==> config.mk <==
export PLATFORM = sky130hd
export DESIGN_NAME = i2c_wiper_slave
export DESIGN_NICKNAME = d
export VERILOG_FILES = /design/src/rtl/i2cw_pkg.sv /design/src/rtl/i2cw_line_sync.sv /design/src/rtl/i2cw_regfile.sv /design/src/rtl/i2cw_bus_fsm.sv /design/src/rtl/i2c_wiper_slave.sv
export SDC_FILE = /design/constraint.sdc
export NUM_CORES = 1
export LEC_CHECK = 0
export ABC_AREA = 1
export BUFFER_PORTS_ARGS = -buffer_cell sky130_fd_sc_hd__buf_4
export CAP_MARGIN = 0
export CORE_MARGIN = 2
export CORE_UTILIZATION = 51
export DETAILED_ROUTE_END_ITERATION = 8
export PLACE_DENSITY = 0.74
export SKIP_LAST_GASP = 1
export SYNTH_ARGS = -nofsm -noshare
export SYNTH_HDL_FRONTEND = slang
export SYNTH_SLANG_ARGS = --single-unit
==> constraint.sdc <==
create_clock -name clk -period 1.3 [get_ports clk]
set_input_delay 0.065 -clock clk [delete_from_list [all_inputs] [get_ports clk]]
set_output_delay 0.065 -clock clk [all_outputs]
set_load 0.03 [all_outputs]
==> src/rtl/i2cw_pkg.sv <==
`timescale 1ns/1ps
package i2cw_pkg;
  localparam logic [4:0] ADDR_PREFIX = 5'b01011;
  localparam int IB_MODE = 7;
  localparam int IB_BANK = 5;
  localparam logic [2:0] CMD_TGT_A = 3'b001;
  localparam logic [2:0] CMD_TGT_B = 3'b011;

  typedef enum logic [2:0] {
    ST_IDLE, ST_RX, ST_ACK, ST_TX, ST_MACK, ST_NEXT
  } bus_state_t;

  typedef enum logic [1:0] {
    BK_ADDR, BK_INSTR, BK_DATA
  } byte_kind_t;
endpackage

==> src/rtl/i2cw_line_sync.sv <==
`timescale 1ns/1ps
module i2cw_line_sync #(
  parameter int STAGES = 2
) (
  input  logic clk,
  input  logic rst_n,
  input  logic line_i,
  output logic level_o,
  output logic rise_o,
  output logic fall_o
);
  logic [STAGES:0] chain;

  always_ff @(posedge clk or negedge rst_n) begin
    if (!rst_n) chain <= '1;
    else        chain <= {chain[STAGES-1:0], line_i};
  end

  assign level_o = chain[STAGES-1];
  assign rise_o  = chain[STAGES-1] & ~chain[STAGES];
  assign fall_o  = ~chain[STAGES-1] & chain[STAGES];
endmodule

==> src/rtl/i2cw_regfile.sv <==
`timescale 1ns/1ps
module i2cw_regfile #(
  parameter int WIPERS = 4,
  parameter int SHADOWS = 8,
  parameter int WIDX = 2,
  parameter logic [7:0] WIPER_INIT = 8'h80
) (
  input  logic                   clk,
  input  logic                   rst_n,
  input  logic                   wr_en,
  input  logic                   wr_shadow,
  input  logic [4:0]             wr_addr,
  input  logic [7:0]             wr_data,
  input  logic [WIDX-1:0]        rd_idx,
  output logic [7:0]             rd_data,
  output logic [WIPERS*8-1:0]    wiper_flat,
  output logic [SHADOWS*8-1:0]   shadow_flat
);
  for (genvar i = 0; i < WIPERS; i++) begin : g_wiper
    logic [7:0] q;
    always_ff @(posedge clk or negedge rst_n) begin
      if (!rst_n) q <= WIPER_INIT;
      else if (wr_en && !wr_shadow && wr_addr == 5'(i)) q <= wr_data;
    end
    assign wiper_flat[i*8 +: 8] = q;
  end

  for (genvar i = 0; i < SHADOWS; i++) begin : g_shadow
    logic [7:0] q;
    always_ff @(posedge clk or negedge rst_n) begin
      if (!rst_n) q <= '0;
      else if (wr_en && wr_shadow && wr_addr == 5'(i)) q <= wr_data;
    end
    assign shadow_flat[i*8 +: 8] = q;
  end

  assign rd_data = wiper_flat[{rd_idx, 3'b000} +: 8];
endmodule

==> src/rtl/i2cw_bus_fsm.sv <==
`timescale 1ns/1ps
module i2cw_bus_fsm
  import i2cw_pkg::*;
#(
  parameter int WIPERS = 4,
  parameter int WIDX = 2
) (
  input  logic            clk,
  input  logic            rst_n,
  input  logic            scl_lvl,
  input  logic            scl_rise,
  input  logic            scl_fall,
  input  logic            sda_lvl,
  input  logic            sda_rise,
  input  logic            sda_fall,
  input  logic [1:0]      strap,
  input  logic [7:0]      rd_data,
  output logic            sda_oe,
  output logic [WIDX-1:0] rd_idx,
  output logic            wr_en,
  output logic            wr_shadow,
  output logic [4:0]      wr_addr,
  output logic [7:0]      wr_data,
  output logic            cmd_valid,
  output logic [3:0]      cmd_opcode,
  output logic [2:0]      cmd_addr
);
  bus_state_t state;
  byte_kind_t kind;
  logic [3:0] bit_cnt;
  logic [7:0] sh;
  logic [7:0] instr;
  logic start_det, stop_det, addr_hit, tgt_ok;

  assign start_det = scl_lvl & sda_fall;
  assign stop_det  = scl_lvl & sda_rise;
  assign addr_hit  = (sh[7:1] == {ADDR_PREFIX, strap});
  assign tgt_ok    = (instr[2:0] == CMD_TGT_A) || (instr[2:0] == CMD_TGT_B);

  always_ff @(posedge clk or negedge rst_n) begin
    if (!rst_n) begin
      state      <= ST_IDLE;
      kind       <= BK_ADDR;
      bit_cnt    <= '0;
      sh         <= '0;
      instr      <= '0;
      sda_oe     <= 1'b0;
      rd_idx     <= '0;
      wr_en      <= 1'b0;
      wr_shadow  <= 1'b0;
      wr_addr    <= '0;
      wr_data    <= '0;
      cmd_valid  <= 1'b0;
      cmd_opcode <= '0;
      cmd_addr   <= '0;
    end else begin
      wr_en     <= 1'b0;
      cmd_valid <= 1'b0;
      if (start_det) begin
        state   <= ST_RX;
        kind    <= BK_ADDR;
        bit_cnt <= '0;
        sda_oe  <= 1'b0;
      end else if (stop_det) begin
        state  <= ST_IDLE;
        sda_oe <= 1'b0;
      end else begin
        case (state)
          ST_RX: begin
            if (scl_rise) begin
              sh      <= {sh[6:0], sda_lvl};
              bit_cnt <= bit_cnt + 4'd1;
            end else if (scl_fall && bit_cnt == 4'd8) begin
              bit_cnt <= '0;
              if (kind == BK_ADDR && !addr_hit) begin
                state <= ST_IDLE;
              end else begin
                state  <= ST_ACK;
                sda_oe <= 1'b1;
                if (kind == BK_ADDR) rd_idx <= '0;
              end
            end
          end
          ST_ACK: begin
            if (scl_fall) begin
              sda_oe <= 1'b0;
              case (kind)
                BK_ADDR: begin
                  if (sh[0]) begin
                    sh      <= rd_data;
                    sda_oe  <= ~rd_data[7];
                    bit_cnt <= '0;
                    state   <= ST_TX;
                  end else begin
                    kind  <= BK_INSTR;
                    state <= ST_RX;
                  end
                end
                BK_INSTR: begin
                  instr <= sh;
                  kind  <= BK_DATA;
                  state <= ST_RX;
                end
                default: begin
                  state <= ST_RX;
                  if (instr[IB_MODE]) begin
                    if (tgt_ok) begin
                      cmd_valid  <= 1'b1;
                      cmd_opcode <= instr[6:3];
                      cmd_addr   <= instr[2:0];
                    end
                  end else begin
                    wr_en     <= 1'b1;
                    wr_shadow <= instr[IB_BANK];
                    wr_addr   <= instr[4:0];
                    wr_data   <= sh;
                  end
                end
              endcase
            end
          end
          ST_TX: begin
            if (scl_fall) begin
              if (bit_cnt == 4'd7) begin
                sda_oe <= 1'b0;
                state  <= ST_MACK;
              end else begin
                sh      <= {sh[6:0], 1'b0};
                sda_oe  <= ~sh[6];
                bit_cnt <= bit_cnt + 4'd1;
              end
            end
          end
          ST_MACK: begin
            if (scl_rise) begin
              if (sda_lvl) begin
                state <= ST_IDLE;
              end else begin
                rd_idx <= (rd_idx == WIDX'(WIPERS-1)) ? '0 : rd_idx + 1'b1;
                state  <= ST_NEXT;
              end
            end
          end
          ST_NEXT: begin
            if (scl_fall) begin
              sh      <= rd_data;
              sda_oe  <= ~rd_data[7];
              bit_cnt <= '0;
              state   <= ST_TX;
            end
          end
          default: ;
        endcase
      end
    end
  end
endmodule

==> src/rtl/i2c_wiper_slave.sv <==
`timescale 1ns/1ps
module i2c_wiper_slave #(
  parameter int WIPERS = 4,
  parameter int SHADOWS = 8,
  parameter int SYNC_STAGES = 2,
  parameter logic [7:0] WIPER_INIT = 8'h80
) (
  input  logic                 clk,
  input  logic                 rst_n,
  input  logic                 scl_i,
  input  logic                 sda_i,
  input  logic [1:0]           strap_i,
  output logic                 sda_oe_o,
  output logic                 cmd_valid_o,
  output logic [3:0]           cmd_opcode_o,
  output logic [2:0]           cmd_addr_o,
  output logic [WIPERS*8-1:0]  wiper_flat_o,
  output logic [SHADOWS*8-1:0] shadow_flat_o
);
  localparam int WIDX = (WIPERS > 1) ? $clog2(WIPERS) : 1;

  logic [1:0] line_in, line_lvl, line_rise, line_fall;
  logic scl_lvl;
  logic [WIDX-1:0] rd_idx;
  logic [7:0] rd_data, wr_data;
  logic [4:0] wr_addr;
  logic wr_en, wr_shadow;

  assign line_in = {sda_i, scl_i};

  for (genvar g = 0; g < 2; g++) begin : g_sync
    i2cw_line_sync #(.STAGES(SYNC_STAGES)) u_sync (
      .clk     (clk),
      .rst_n   (rst_n),
      .line_i  (line_in[g]),
      .level_o (line_lvl[g]),
      .rise_o  (line_rise[g]),
      .fall_o  (line_fall[g])
    );
  end

  assign scl_lvl = line_lvl[0];

  i2cw_bus_fsm #(.WIPERS(WIPERS), .WIDX(WIDX)) u_fsm (
    .clk        (clk),
    .rst_n      (rst_n),
    .scl_lvl    (scl_lvl),
    .scl_rise   (line_rise[0]),
    .scl_fall   (line_fall[0]),
    .sda_lvl    (line_lvl[1]),
    .sda_rise   (line_rise[1]),
    .sda_fall   (line_fall[1]),
    .strap      (strap_i),
    .rd_data    (rd_data),
    .sda_oe     (sda_oe_o),
    .rd_idx     (rd_idx),
    .wr_en      (wr_en),
    .wr_shadow  (wr_shadow),
    .wr_addr    (wr_addr),
    .wr_data    (wr_data),
    .cmd_valid  (cmd_valid_o),
    .cmd_opcode (cmd_opcode_o),
    .cmd_addr   (cmd_addr_o)
  );

  i2cw_regfile #(
    .WIPERS(WIPERS), .SHADOWS(SHADOWS), .WIDX(WIDX), .WIPER_INIT(WIPER_INIT)
  ) u_regs (
    .clk         (clk),
    .rst_n       (rst_n),
    .wr_en       (wr_en),
    .wr_shadow   (wr_shadow),
    .wr_addr     (wr_addr),
    .wr_data     (wr_data),
    .rd_idx      (rd_idx),
    .rd_data     (rd_data),
    .wiper_flat  (wiper_flat_o),
    .shadow_flat (shadow_flat_o)
  );
endmodule

==> run metrics, run 1 <==
Non-Filler Cell Area, Final ~10,000 um^2; routed wire length approximately 23,000 um; kind of critical path reg2reg; list of cells traversed by the critical path inv_1 > buf_12 > o21ai_0 > nand2_1 > nand2_1 > o21ai_0 > nand3_1 > nand2_1; min-delay worst type in2async; critical path's largest stage delay 0.41 ns; clock sink count between 150 and 200; half-perimeter wire length after placement approximately 13,000 um; diodes inserted 0; initial core utilization 52.7%; outcome finished with violations; clock edge transition at the registers on the reported setup and hold paths around 0.060 ns; die area ~14,000 um^2; vias in the first global route about 6,300; slew at the pin closest to its max-slew limit between 0.6 and 0.7 ns; TritonRoute pass-1 iters 7; DR vias/cell ~5.7; depth of the worst register-to-register path 8; worst-case vdd ir drop roughly 1.2 mV; clock tree root buffer cell clkbuf_16; Static Leakage approximately 0.0049 uW; count of boundary I/O pins 111; most frequent cells in the layout 170 x buf_4, 136 x dfrtp_1, 113 x nand2_1; synthesized netlist net count a little under 800; unrepaired setup endpoints after global routing true; met1 demand-to-capacity share in global routing ~37%; area delta synth->final 55.9%; relative slew slack between 50% and 60%; total congestion overflow after global routing 0; share of synthesized area occupied by flip-flops and latches a little under three fifths; average wire per standard cell roughly 20 um; routability congestion estimate 0.879; worst path arrival time 1.90 ns; WP data required about 1.6 ns; die span in y 119 um; DIE WIDTH about 120 um; fraction of met3 tracks used by global routing under 10%; Core Rows 41; share of the clock period used by the worst path 122%; level count of the clock H-tree 4; GRT met2 Usage between 40% and 50%; peak fanout along the critical path 16; Starting DRT DRC Count ~670; total placed instance area about 8300 um^2; Power Density 1390 nW/um^2; CP Launch Point u_fsm.rd_idx[0]$_DFFE_PN0P_; antenna violations before repair 0; CTS tree done; total count of hold-check failures in the final report 0; crit start category flop; total via count in the routed design ~6,700; number of instances in the synthesized netlist 770; cell type with the highest occurrence count on the critical path nand2_1; net count reported at finish 990; maximum buffer depth of the clock tree 2; number of endpoints failing setup at the final stage approximately 140; most common library cell in the layout ignoring fill and taps buf_4; R2R Setup Slk -0.29 ns; pin count of the biggest net entering global routing between 40 and 50; number of buffers added by the clock tree synthesis step 17; Final Total Pwr between 10,000 and 15,000 uW; Ys Warns 0; Peak Freq around 630 MHz; area inside the core boundary 12,700 um^2; register bit total from synthesis roughly 150; violations in the final reports setup timing; Critical Path Sink Type flop; first-pass GRT wire length 32,000 um; count of cell types in the netlist 34; final antenna-violating net count 0; worst path setup slack after routing -0.290 ns; share of layout cells above drive strength 1 roughly 54%; residual DRC count 0; count of max-cap constraint violations 0; launch point of the worst reg-to-reg path u_fsm.rd_idx[0]$_DFFE_PN0P_; number of pins exceeding their max-slew limit in the final report 0; Clock Latency Late Sink approximately 0.43 ns; overall global routing resource usage between 20 and 30%; cell area after synthesis approximately 6700 um^2; mean cell area of the mapped netlist a little under 9 um^2; Port Buffer Count between 100 and 150; Clock Skews between 0.007 and 0.008 ns; final-layout setup total negative slack -15.75 ns; final period demand of the worst path approximately 1.6 ns; worst reg2reg path endpoint u_fsm.sh[4]$_DFFE_PN0P_; busiest layer in global routing met2; critical path's slowest cell dfrtp_1
==> metal layers <==
metal,share of wire (%),wire length [um]
met1,38,8950
met2,51,12000
met3,6.3,1470
met4,4.0,944
met5,0,0
==> flip-flops by register name (all words and copies together), names as in the netlist, 3 cells and up <==
name                 count
g_sync.u_sync.chain      6
u_fsm.bit_cnt            4
u_fsm.cmd_addr           3
u_fsm.cmd_opcode         4
u_fsm.instr              8
u_fsm.sh                 8
u_fsm.state              3
u_fsm.wr_addr            5
u_fsm.wr_data            8
u_regs.g_shadow.q       64
u_regs.g_wiper.q        32
==> cells by family (layout without fill, tap and decap cells) <==
group | count (synthesis) | count (layout) | share of synthesized area (%)
adders and majority gates | 3 | 3 | 0.560
and+or+nand+nor | 371 | 375 | 24.0
DFF | 153 | 153 | 57.3
AOI/OAI and AO/OA | 152 | 152 | 12.0
buffers and inverters | 89 | 309 | 5.93
xor gates and xnor gates | 2 | 2 | 0.261
==> power breakdown <==
group | internal, uW | switching (uW) | total, uW
Combinational | 1800 | 2870 | 4670
Sequential | 5030 | 326 | 5360
Clock | 2550 | 1990 | 4540
Total | 9390 | 5180 | 14600
==> cell usage after synthesis <==
master	count	area (um^2)
nand2_1	243	912
dfrtp_1	143	3580
o21ai_0	124	621
nor2_1	60	225
inv_1	48	180
nand3_1	36	180
clkbuf_1	20	75.1
o21ai_1	14	70.1
dfstp_2	10	263
nand2_2	8	50.1
o21ai_2	8	70.1
nor2_2	7	43.8
inv_2	6	22.5
nand2_4	6	67.6
buf_6	5	56.3
a21oi_1	3	15.0
buf_2	3	15.0
buf_4	3	22.5
ha_1	3	37.5
nand3_4	3	52.6
inv_4	2	12.5
nor2_4	2	22.5
xor2_1	2	17.5
a21boi_1	1	7.51
clkinv_2	1	5.00
inv_6	1	8.76
nand3b_1	1	7.51
nand4_1	1	6.26
nor2_8	1	20.0
nor3_1	1	5.00
nor3_2	1	10.0
o211ai_2	1	12.5
o22ai_1	1	6.26
or2_2	1	6.26
==> per-stage QoR <==
| stage | util (%) | setup slack, ns | hold slack, ns | cells |
|---|---|---|---|---|
| global placement | 65.1 | -0.332 | -0.00116 | 1097 |
| CTS | 74.5 | -0.219 | 0.124 | 1154 |
| global route | 82.2 | -0.380 | 0.140 | 1166 |
| finish | 82.2 | -0.290 | 0.120 | 1166 |
| detailed placement | 65.1 | -0.295 | -0.000204 | 1097 |
| floorplan | - | -0.0600 | -0.231 | 770 |
==> critical path, delay by kind of cell, from the launching register on <==
kind	cells	cell delay, ns
and+or+nand+nor	4	0.35
DFF	1	0.41
buffers and inverters	2	0.25
AOI/OAI and AO/OA	2	0.46
==> cell type report <==
class                      instances  area [um^2]
sequential                       153         3850
multi-input combinational        532         3590
fill                             674         2270
timing repair buffer             219         2020
clock buffer                      23          468
inverter                          58          250
tap                              172          215
clock inverter                     9         68.8
==> how the worst max path moves through the flow <==
stage	slack, ns	cells past startpoint	end
CTS	-0.22	10	u_fsm.sh[6]$_DFFE_PN0P_
finish	-0.29	8	u_fsm.sh[4]$_DFFE_PN0P_
detailed placement	-0.29	9	u_fsm.rd_idx[0]$_DFFE_PN0P_
global route	-0.38	8	u_fsm.sh[4]$_DFFE_PN0P_
floorplan	-0.06	11	u_fsm.sh[6]$_DFFE_PN0P_
global placement	-0.33	7	u_fsm.state[0]$_DFFE_PN0P_
==> timing repair <==
item                                   4_1_cts  5_1_grt
cloned                                      14        3
resized for setup                          204      281
hold buffers                                 3        0
setup endpoints to repair                  120      145
endpoints found under the hold margin      145        0
setup buffers                               10       10
pin swaps                                   28       38
Note: power is estimated with default switching activity, not from simulation.
==> run 2, diff against run 1 <==
Settings changed: ABC_AREA 1 to 0.
==> run 2 against run 1 <==
Against the previous run:
- the flow still finishes with violations (setup timing)
- clock skew increased by 0.0013 ns
- highest routed layer unchanged
- clock power up 8.1%
- critical path depth decreased by 2
- synthesized area is 1.3% lower
- core utilization decreased by 3.2 points
- clock-buffer cell count is 3 lower
- final cell count down 22%
- die area shrank 1.3%
- total power is 23% lower
- synthesized cell count fell by 38%
==> run metrics, run 2 <==
outcome finished with violations; violations in the final reports setup timing; number of pins exceeding their max-slew limit in the final report 0; residual DRC count 0; slew at the pin closest to its max-slew limit between 0.6 and 0.7 ns; overall global routing resource usage between 20 and 30%; list of cells traversed by the critical path or3b_4 > nor4_4 > nor3_4 > nor4_4 > buf_6 > mux2_2; number of enable flip-flop cells after synthesis 0; net count reported at finish 730; worst path arrival time roughly 2.2 ns; Starting DRT DRC Count 274; biggest registers after layout u_regs.g_shadow.q: 64 flops, u_regs.g_wiper.q: 32 flops; count of cell types in the netlist 50; register bit total from synthesis 153; Post-Place Cells 850; worst path setup slack after routing -0.624 ns; critical path's slowest cell dfrtp_1; initial core utilization roughly 52%; count of max-cap constraint violations 0; Critical Path Sink Type flop; clock tree root buffer cell clkbuf_16; kind of critical path reg2reg; Clock Skews ~0.009 ns; min-delay worst type in2async; Ys Warns 0; half-perimeter wire length after placement approximately 13,000 um; antenna violations before repair 0; share of the clock period used by the worst path 148%; non-filler instance count after layout 906; Buf+Inv Stages, Crit Path 1; max FFs per register between 60 and 70; crit start category flop; total count of hold-check failures in the final report 0; area inside the core boundary ~13,000 um^2; cell type with the highest occurrence count on the critical path nor4_4; final period demand of the worst path a little under 2 ns; peak fanout along the critical path 7; routability congestion estimate roughly 0.91; average wire per standard cell ~21 um; die span in y roughly 120 um; area delta synth->final 50.6%; ranking of synthesized cells by area dfrtp_1 54%, mux2_2 23%, dfstp_2 4.0%; maximum buffer depth of the clock tree 2; clock edge transition at the registers on the reported setup and hold paths 0.06 ns; die area 13,900 um^2; WP data required approximately 1.6 ns; asr flop ratio synth 100%; library cell with the highest instance count after synthesis dfrtp_1; Clock Latency Late Sink between 0.4 and 0.5 ns; number of endpoints failing setup at the final stage roughly 150; total via count in the routed design roughly 5,000; diodes inserted 0; unrepaired setup endpoints after global routing true; critical path's largest stage delay around 0.41 ns; share of layout cells above drive strength 1 between 60% and 70%; cell types with the highest counts after synthesis 143 x dfrtp_1, 133 x mux2_2, 21 x clkbuf_1; Static Leakage approximately 0.005 uW; clock sink count around 150; vias in the first global route about 5,400; largest register by flop count u_regs.g_shadow.q; cell area after synthesis 6620 um^2; most common library cell in the layout ignoring fill and taps buf_4; pin count of the biggest net entering global routing 36; first-pass GRT wire length 30,200 um; number of instances in the synthesized netlist roughly 480; Synth area leader dfrtp_1; Peak Freq just over 500 MHz; Final Total Pwr 11,200 uW; gate family responsible for the most delay along the worst path simple AND/OR/NAND/NOR gates; DIE WIDTH about 120 um; top-area cell type share of the netlist area a little over half; final antenna-violating net count 0; CTS tree done; count of boundary I/O pins 111; most frequent cells in the layout 212 x buf_4, 140 x dfrtp_1, 108 x mux2_2; routed wire length 19,100 um; synthesized netlist net count ~490; TritonRoute pass-1 iters 4; Port Buffer Count 110; worst-case vdd ir drop between 1 and 1.5 mV; relative slew slack about 54%; total congestion overflow after global routing 0; most used flip-flop cell after synthesis dfrtp_1; level count of the clock H-tree 4; number of buffers added by the clock tree synthesis step 17; Filler Cell Count between 700 and 800; Core Rows just over 40; Power Density between 1000 and 1500 nW/um^2; mean cell area of the mapped netlist around 14 um^2; share of synthesized area occupied by flip-flops and latches between 50% and 60%; DR vias/cell about 5.4
==> run 2: final timing paths <==
| kind | start | to | slack, ns | cells past startpoint |
|---|---|---|---|---|
| worst max-delay path | u_fsm.state[0]$_DFFE_PN0P_ | u_fsm.sh[3]$_DFFE_PN0P_ | -0.62 | 6 |
| worst min-delay path | rst_n | u_fsm.wr_addr[4]$_DFFE_PN0P_ | 0.1 | 2 |
| worst max register to register | u_fsm.state[0]$_DFFE_PN0P_ | u_fsm.sh[3]$_DFFE_PN0P_ | -0.62 | 6 |
| worst min register to register | g_sync[1].u_sync.chain[0]$_DFF_PN1_ | g_sync[1].u_sync.chain[1]$_DFF_PN1_ | 0.36 | 0 |
| max in group asynchronous | rst_n | g_sync[0].u_sync.chain[2]$_DFF_PN1_ | 0.60 | 3 |
| min in group clk | sda_i | g_sync[1].u_sync.chain[0]$_DFF_PN1_ | 0.31 | 2 |
==> run 2: logic make-up (layout without fill, tap and decap cells) <==
group                      Yosys count  after routing  share of synthesized area (%)
adders and majority gates            3              3                          0.567
buffers and inverters               38            293                           2.29
AOI/OAI and AO/OA                   47             47                           4.71
DFF                                153            153                           58.1
and+or+nand+nor                     91             92                           8.32
muxes                              143            143                           25.7
xor gates and xnor gates             3              3                          0.397
==> run 2: layout make-up <==
type	count	area [um^2]	share of cell area [%]
sequential	153	3840	38.6
clock buffer	20	447	4.48
clock inverter	12	138	1.38
timing repair buffer	246	2060	20.7
multi-input combinational	288	3200	32.1
inverter	15	56.3	0.565
tap	172	215	2.16
==> run 2: worst register-to-register path: cells and delay by family (launching register included) <==
kind          cells  cell delay, ns
buf+inv           1            0.18
simple gates      4            0.87
flops             1            0.41
mux               1            0.34
==> run 2: report_power, final <==
group,internal (uW),total [uW],switching [uW]
clock,2900,4910,2010
combinational,641,1270,630
sequential,4890,4990,99.4
==> run 2: metrics by stage <==
step / worst slack [ns] / hold WS [ns] / TNS (ns) / util [%] / area (um^2)
after global routing: -0.692 / 0.125 / -53.30 / 79.0 / 9960
after global placement: -0.599 / -0.0211 / -47.86 / 69.0 / 8710
after detailed placement: -0.622 / -0.0211 / -52.13 / 69.0 / 8710
final: -0.624 / 0.0969 / -46.92 / 79.0 / 9960
after floorplan: -0.728 / -0.231 / -40.05 / - / 6910
after CTS: -0.610 / 0.104 / -44.51 / 77.8 / 9820
==> run 2: per-layer routing <==
| layer | GRT usage [%] | wire, um | up-vias |
|---|---|---|---|
| met5 | 0 | 0 | - |
| met4 | 8.96 | 237 | 0 |
| met3 | 6.59 | 1030 | 22 |
| met2 | 46.1 | 9470 | 137 |
| met1 | 38.2 | 8390 | 2542 |
| li1 | - | - | 2222 |
==> run 2: repair_timing <==
| item | in CTS | in global routing |
|---|---|---|
| endpoints found under the setup margin | 150 | 149 |
| hold endpoints to repair | 145 | 0 |
| pin swaps | 26 | 24 |
| cloned | 1 | 0 |
| setup buffers | 17 | 10 |
| resized for setup | 75 | 25 |
| hold buffers | 3 | 0 |
